### src/rtl/cmos_lockram_pkg.sv
package cmos_lockram_pkg;
  localparam int unsigned IDX_W      = 7;
  localparam int unsigned BYTE_W     = 8;
  localparam int unsigned CLK_BYTES  = 14;
  localparam int unsigned WIN_BYTES  = 8;
  localparam int unsigned LO_BASE    = 'h38;
  localparam int unsigned HI_BASE    = 'h38;
  localparam int unsigned N_LOCKS    = 2;
  localparam logic [7:0]  SEALED_VAL = 8'hFF;

  typedef enum logic [0:0] {BANK_STD = 1'b0, BANK_EXT = 1'b1} bank_e;
endpackage

### src/rtl/cmos_lock_ctrl.sv
module cmos_lock_ctrl #(
  parameter int unsigned N = 2
) (
  input  logic         clk,
  input  logic         rst_n,
  input  logic         lock_we,
  input  logic [N-1:0] lock_set,
  output logic [N-1:0] lock_q
);
  logic [N-1:0] lock_d;

  always_comb begin
    lock_d = lock_q;
    if (lock_we) lock_d = lock_q | lock_set;
  end

  always_ff @(posedge clk or negedge rst_n) begin
    if (!rst_n) lock_q <= '0;
    else        lock_q <= lock_d;
  end

  for (genvar g = 0; g < N; g++) begin : g_sticky
    // once set, a lock bit holds until reset
    a_r5_lock_sticky: assert property (@(posedge clk) disable iff (!rst_n)
      lock_q[g] |=> lock_q[g]);
  end
endmodule

### src/rtl/cmos_clear_seq.sv
module cmos_clear_seq #(
  parameter int unsigned W     = 8,
  parameter int unsigned START = 14,
  parameter int unsigned LAST  = 255
) (
  input  logic         clk,
  input  logic         rst_n,
  input  logic         clr_req,
  output logic         busy,
  output logic [W-1:0] clr_idx
);
  localparam logic [W-1:0] START_V = W'(START);
  localparam logic [W-1:0] LAST_V  = W'(LAST);

  logic         busy_d;
  logic [W-1:0] idx_d;

  always_comb begin
    busy_d = busy;
    idx_d  = clr_idx;
    if (!busy && clr_req) begin
      busy_d = 1'b1;
      idx_d  = START_V;
    end else if (busy) begin
      if (clr_idx == LAST_V) busy_d = 1'b0;
      else                   idx_d  = clr_idx + 1'b1;
    end
  end

  always_ff @(posedge clk or negedge rst_n) begin
    if (!rst_n) begin
      busy    <= 1'b0;
      clr_idx <= '0;
    end else begin
      busy    <= busy_d;
      clr_idx <= idx_d;
    end
  end

  // the wipe never points below the first user byte
  a_r7_spare_clock: assert property (@(posedge clk) disable iff (!rst_n)
    busy |-> (clr_idx >= START_V));
  // an idle request starts the wipe on the next cycle
  a_r8_busy_start: assert property (@(posedge clk) disable iff (!rst_n)
    (clr_req && !busy) |=> (busy && clr_idx == START_V));
endmodule

### src/rtl/cmos_ram_array.sv
module cmos_ram_array #(
  parameter int unsigned AW = 8,
  parameter int unsigned DW = 8
) (
  input  logic          clk,
  input  logic          we,
  input  logic [AW-1:0] waddr,
  input  logic [DW-1:0] wdata,
  input  logic [AW-1:0] raddr,
  output logic [DW-1:0] rdata
);
  localparam int unsigned DEPTH = 1 << AW;

  logic [DW-1:0] mem [DEPTH];

  always_ff @(posedge clk) begin
    if (we) mem[waddr] <= wdata;
  end

  assign rdata = mem[raddr];
endmodule

### src/rtl/cmos_lockram.sv
module cmos_lockram
  import cmos_lockram_pkg::*;
#(
  parameter int unsigned IW   = IDX_W,
  parameter int unsigned DW   = BYTE_W,
  parameter int unsigned RSV  = CLK_BYTES,
  parameter int unsigned WLEN = WIN_BYTES,
  parameter int unsigned LOB  = LO_BASE,
  parameter int unsigned HIB  = HI_BASE
) (
  input  logic          clk,
  input  logic          rst_n,
  input  logic          host_req,
  input  logic          host_we,
  input  logic          host_bank,
  input  logic [IW-1:0] host_index,
  input  logic [DW-1:0] wr_data,
  output logic [DW-1:0] rd_data,
  output logic          rd_valid,
  input  logic          lock_we,
  input  logic [1:0]    lock_set,
  input  logic          clr_req,
  output logic          busy
);
  localparam int unsigned AW   = IW + 1;
  localparam int unsigned LAST = (1 << AW) - 1;

  logic [1:0]    lock_q;
  logic [AW-1:0] clr_idx, host_addr, mem_waddr;
  logic [DW-1:0] mem_wdata, mem_rd, rd_data_d;
  logic          acc, rd_acc, host_wr, mem_we, hit_lo, hit_hi, sealed;

  cmos_lock_ctrl #(.N(2)) u_lock (
    .clk(clk), .rst_n(rst_n), .lock_we(lock_we),
    .lock_set(lock_set), .lock_q(lock_q)
  );

  cmos_clear_seq #(.W(AW), .START(RSV), .LAST(LAST)) u_clr (
    .clk(clk), .rst_n(rst_n), .clr_req(clr_req),
    .busy(busy), .clr_idx(clr_idx)
  );

  cmos_ram_array #(.AW(AW), .DW(DW)) u_mem (
    .clk(clk), .we(mem_we), .waddr(mem_waddr), .wdata(mem_wdata),
    .raddr(host_addr), .rdata(mem_rd)
  );

  always_comb begin
    host_addr = {host_bank, host_index};
    hit_lo    = (host_bank == BANK_STD) && (32'(host_index) >= LOB) && (32'(host_index) < LOB + WLEN);
    hit_hi    = (host_bank == BANK_EXT) && (32'(host_index) >= HIB) && (32'(host_index) < HIB + WLEN);
    sealed    = (hit_lo && lock_q[0]) || (hit_hi && lock_q[1]);
    acc       = host_req && !busy;
    rd_acc    = acc && !host_we;
    host_wr   = acc && host_we && !sealed;
    mem_we    = busy || host_wr;
    mem_waddr = busy ? clr_idx : host_addr;
    mem_wdata = busy ? '0 : wr_data;
    rd_data_d = rd_data;
    if (rd_acc) rd_data_d = sealed ? DW'(SEALED_VAL) : mem_rd;
  end

  always_ff @(posedge clk or negedge rst_n) begin
    if (!rst_n) begin
      rd_data  <= '0;
      rd_valid <= 1'b0;
    end else begin
      rd_data  <= rd_data_d;
      rd_valid <= rd_acc;
    end
  end

  // a read of a sealed byte answers with the fixed pattern
  a_r3_sealed_read: assert property (@(posedge clk) disable iff (!rst_n)
    (host_req && !host_we && !busy && sealed) |=> (rd_valid && rd_data == DW'(SEALED_VAL)));
  // no read strobe follows a stalled cycle
  a_r8_host_stalled: assert property (@(posedge clk) disable iff (!rst_n)
    busy |=> !rd_valid);
  // an accepted read produces exactly one strobe
  a_r2_read_strobe: assert property (@(posedge clk) disable iff (!rst_n)
    (host_req && !host_we && !busy) |=> rd_valid);
endmodule

### config.mk
export PLATFORM = sky130hd
export DESIGN_NAME = cmos_lockram
export DESIGN_NICKNAME = d
export VERILOG_FILES = /design/src/rtl/cmos_lockram_pkg.sv /design/src/rtl/cmos_lock_ctrl.sv /design/src/rtl/cmos_clear_seq.sv /design/src/rtl/cmos_ram_array.sv /design/src/rtl/cmos_lockram.sv
export SDC_FILE = /design/constraint.sdc
export NUM_CORES = 2
export LEC_CHECK = 0
export BUFFER_PORTS_ARGS = -buffer_cell sky130_fd_sc_hd__buf_2
export CAP_MARGIN = 20
export CORE_ASPECT_RATIO = 1.5
export CORE_MARGIN = 3
export CORE_UTILIZATION = 40
export CTS_CLUSTER_SIZE = 20
export DETAILED_ROUTE_END_ITERATION = 7
export PLACE_DENSITY_LB_ADDON = 0.08
export SETUP_SLACK_MARGIN = 0.02
export SLEW_MARGIN = 20
export SYNTH_ARGS = -nofsm -noshare
export SYNTH_HDL_FRONTEND = slang
export SYNTH_HIERARCHICAL = 1
export SYNTH_SLANG_ARGS = --single-unit
### constraint.sdc
create_clock -name clk -period 12.8 [get_ports clk]
set_input_delay 0.64 -clock clk [delete_from_list [all_inputs] [get_ports clk]]
set_output_delay 0.64 -clock clk [all_outputs]
set_load 0.02 [all_outputs]
==> summary.txt <==
Detailed routing
  – Wire per inst: 33.17 um
  – Post-DR vias/cell: 5.776
  – Router iterations before antenna repair: 5
  – Via count: 38,804
  – Drt total wl: 222,800 um
  – DRC Markers: 0
  – Initial DRC Count: 3,579
  – Antenna Nets Post-Route: 0

Floorplanning
  – Die span in y: 555.5 um
  – Die width: 372.3 um
  – Die area: 0.2068 sq mm
  – Core Area: 0.1999 sq mm
  – Row cnt: 201
  – Ports: 34
  – Initial Utilization: 0.4027

Synthesis
  – Predominant post-synthesis flop cell: edfxtp_1
  – EDFF count, synth: 2,048
  – Multiplexer share of the synthesized area: 0.1458
  – Mapped Cells: 3,839
  – Main combinational cell family by area after synthesis: multiplexers
  – Cell area after synthesis: 0.08051 sq mm
  – Compound-Gate Fraction of Synth Area: 0.03615
  – Share of the synthesized area in the top cell type: 0.7638
  – Count leader, synth: edfxtp_1
  – Synth cell count leaders: 2,048 x edfxtp_1, 454 x mux4_2, 299 x nor2_1
  – XOR/XNOR share of the synthesized area: 0
  – Post-Syn Area per Cell: 20.97 sq um
  – Sequential fraction of the synthesis area: 0.7700
  – Synth top area cells: edfxtp_1 76%, mux4_2 13%, mux2i_1 1.7%, nor2_1 1.4%, a22oi_1 1.2%
  – Synth Area in Adders: 0.0001554
  – Ys Warns: 6
  – Area leader, netlist: edfxtp_1
  – Asr flop ratio synth: 0.009671
  – Synth cell types: 69
  – #FFs+latches synth: 2,068
  – Syn nets: 3,864
  – Post-Synth Simple-Gate Area: 0.02920

CTS
  – Skew-Pair Late Insertion Delay: 0.83 ns
  – H-tree depth: 4
  – Clock sink total: 2,068
  – CTS clk-pin slew, worst paths: 0.06 ns
  – CTS tree: yes
  – Post-cts resize count: 0
  – Max Root-Sink Buffers: 4
  – Cts bufs inserted: 197
  – Root buffer cell: clkbuf_16

Timing
  – Clock Skew: 0.04475 ns
  – Final min period: 4.391 ns
  – Fin worst setup slack: 8.409 ns
  – Setup_tns: 0 ns
  – Worst-margin pin slew: 1.157 ns
  – Unrepaired setup endpoints after global routing: no
  – Rel. slew slack: 0.2284
  – Final-report hold violation count: 0
  – Final Setup Violations: 0
  – Period utilization: 0.3431
  – Slew Limit Fails: 0
  – Max Clk Rate: 0.2277 GHz
  – Final hold slack: 0.06697 ns

Placement
  – Final RePlAce weighted congestion: 0.8100
  – Worst Setup Slack post-DPL: 7.391 ns
  – IO Port Bufs: 33
  – DP Wirelength: 137,400 um

Worst setup path
  – Worst EP arrival: 4.82 ns
  – CP startpoint kind: flop
  – CP Capture Type: flop
  – Largest stage delay, worst path: 1.08 ns
  – Worst path depth: 5
  – Crit-path cells: mux2i_1, or4b_4, a31o_1, nand3_2, nor2_1
  – Crit Path Max Fanout: 19
  – CP Data Required Time: 13.23 ns
  – Crit-path slowest cell: nand3_2
  – Worst path bufs/invs: 0
  – Worst Setup Path Type: reg2reg
  – CP delay by family, top: simple AND/OR/NAND/NOR gates
  – Worst reg2reg path depth: 5

Job
  – Max cap viols: 0

Final layout
  – Synthesis-to-finish area growth: 11.25%
  – Layout cell share with drive strength beyond 1: 0.2216
  – Fin nets: 3,959
  – FF+latch area: 0.06200 sq mm
  – Multi-input logic area: 0.01724 sq mm
  – Final core utilization: 0.4480
  – Fill cells: 17,017

Min path
  – Hold Path Depth: 2
  – Hold crit path type: in2reg

Global routing
  – Initial antenna violation count: 16
  – Remaining Overflow, GRT: 0
  – Vias in the first global route: 40,389
  – Total track usage: 0.2158
  – Largest net degree at the start of global routing: 186
  – First-pass GRT wire length: 314,900 um

Power
  – Leakage: 27.87 nW
  – PwrDens: 162.3 mW/mm^2
  – Max IR drop VDD: 0.1147 mV

Outcome
  – Status: completed
## flip-flops by register name, indices dropped and copies added, names as in the netlist
| register | flops |
|---|---|
| u_lock/lock_q | 2 |
| rd_data | 8 |
| u_clr/busy | 1 |
| rd_valid | 1 |
| u_clr/clr_idx | 8 |
| u_mem/mem | 2048 |
## metal layers
layer / wire [um] / track usage
met3: 10530 / 0.02597
met2: 116800 / 0.3802
met1: 88300 / 0.2784
met5: 0 / 0
met4: 7230 / 0.06742
## final timing paths
check,start,slack [ns],to
worst max-delay path,u_lock/lock_q[1],8.41,u_mem/mem[1][6]
worst min-delay path,clr_req,0.07,u_clr/clr_idx[6]
worst max register to register,u_lock/lock_q[1],8.41,u_mem/mem[1][6]
worst min register to register,u_clr/clr_idx[1],0.62,u_clr/clr_idx[1]
max in group asynchronous,rst_n,11.88,rd_data[0]
min in group asynchronous,rst_n,0.41,u_lock/lock_q[0]
## through the flow
| step | std cells | instance area, sq um | total power (W) |
|---|---|---|---|
| global route | 6714 | 89560 | 0.01499 |
| CTS | 6713 | 89550 | 0.01469 |
| floorplan | 3839 | 80510 | 0.008524 |
| detailed placement | 6369 | 83570 | 0.009147 |
| finish | 6718 | 89570 | 0.01453 |
| global placement | 6364 | 83490 | 0.009138 |
## cell type report
class                   count  area share
multi-input cells        1527      0.1925
inverters                   6   0.0002514
clock inverters            88    0.007585
repair buffers            134     0.01190
flip-flops and latches   2068      0.6922
well taps                2639     0.03686
clock buffers             251     0.05860
diodes                      5   0.0001397
## cells by family after synthesis
group,Yosys count
adder cells (fa/ha/maj),1
buffers and inverters,244
AO/OA/AOI/OAI,413
flip-flops,2068
multiplexers,601
AND/OR/NAND/NOR,512
## what timing repair did
action | 4_1_cts | 5_1_grt
hold buffers | 5 | 0
endpoints found under the hold margin | 22 | 0
setup buffers | 0 | 0
## power breakdown
group / switching (W) / total [W] / internal [W]
sequential: 0.0000664 / 0.00767 / 0.00760
clock: 0.00246 / 0.00555 / 0.00308
combinational: 0.000986 / 0.00132 / 0.000333
## worst register-to-register path, stage by stage, from the launching register on
cell and delay [ns]:
dfrtp_1 0.52, mux2i_1 0.24, or4b_4 0.29, a31o_1 0.75, nand3_2 1.10, nor2_1 1.10
## cell usage in the layout (no fill, tap or decap), types with 46 or more instances in the layout
cell       instances
edfxtp_1        2048
mux4_2           454
nor2_1           295
clkbuf_16        202
mux2i_1          136
a22oi_1          133
a21oi_1          106
buf_4             87
clkbuf_1          48
o221ai_1          46
Power figures use the tool's default switching activity.
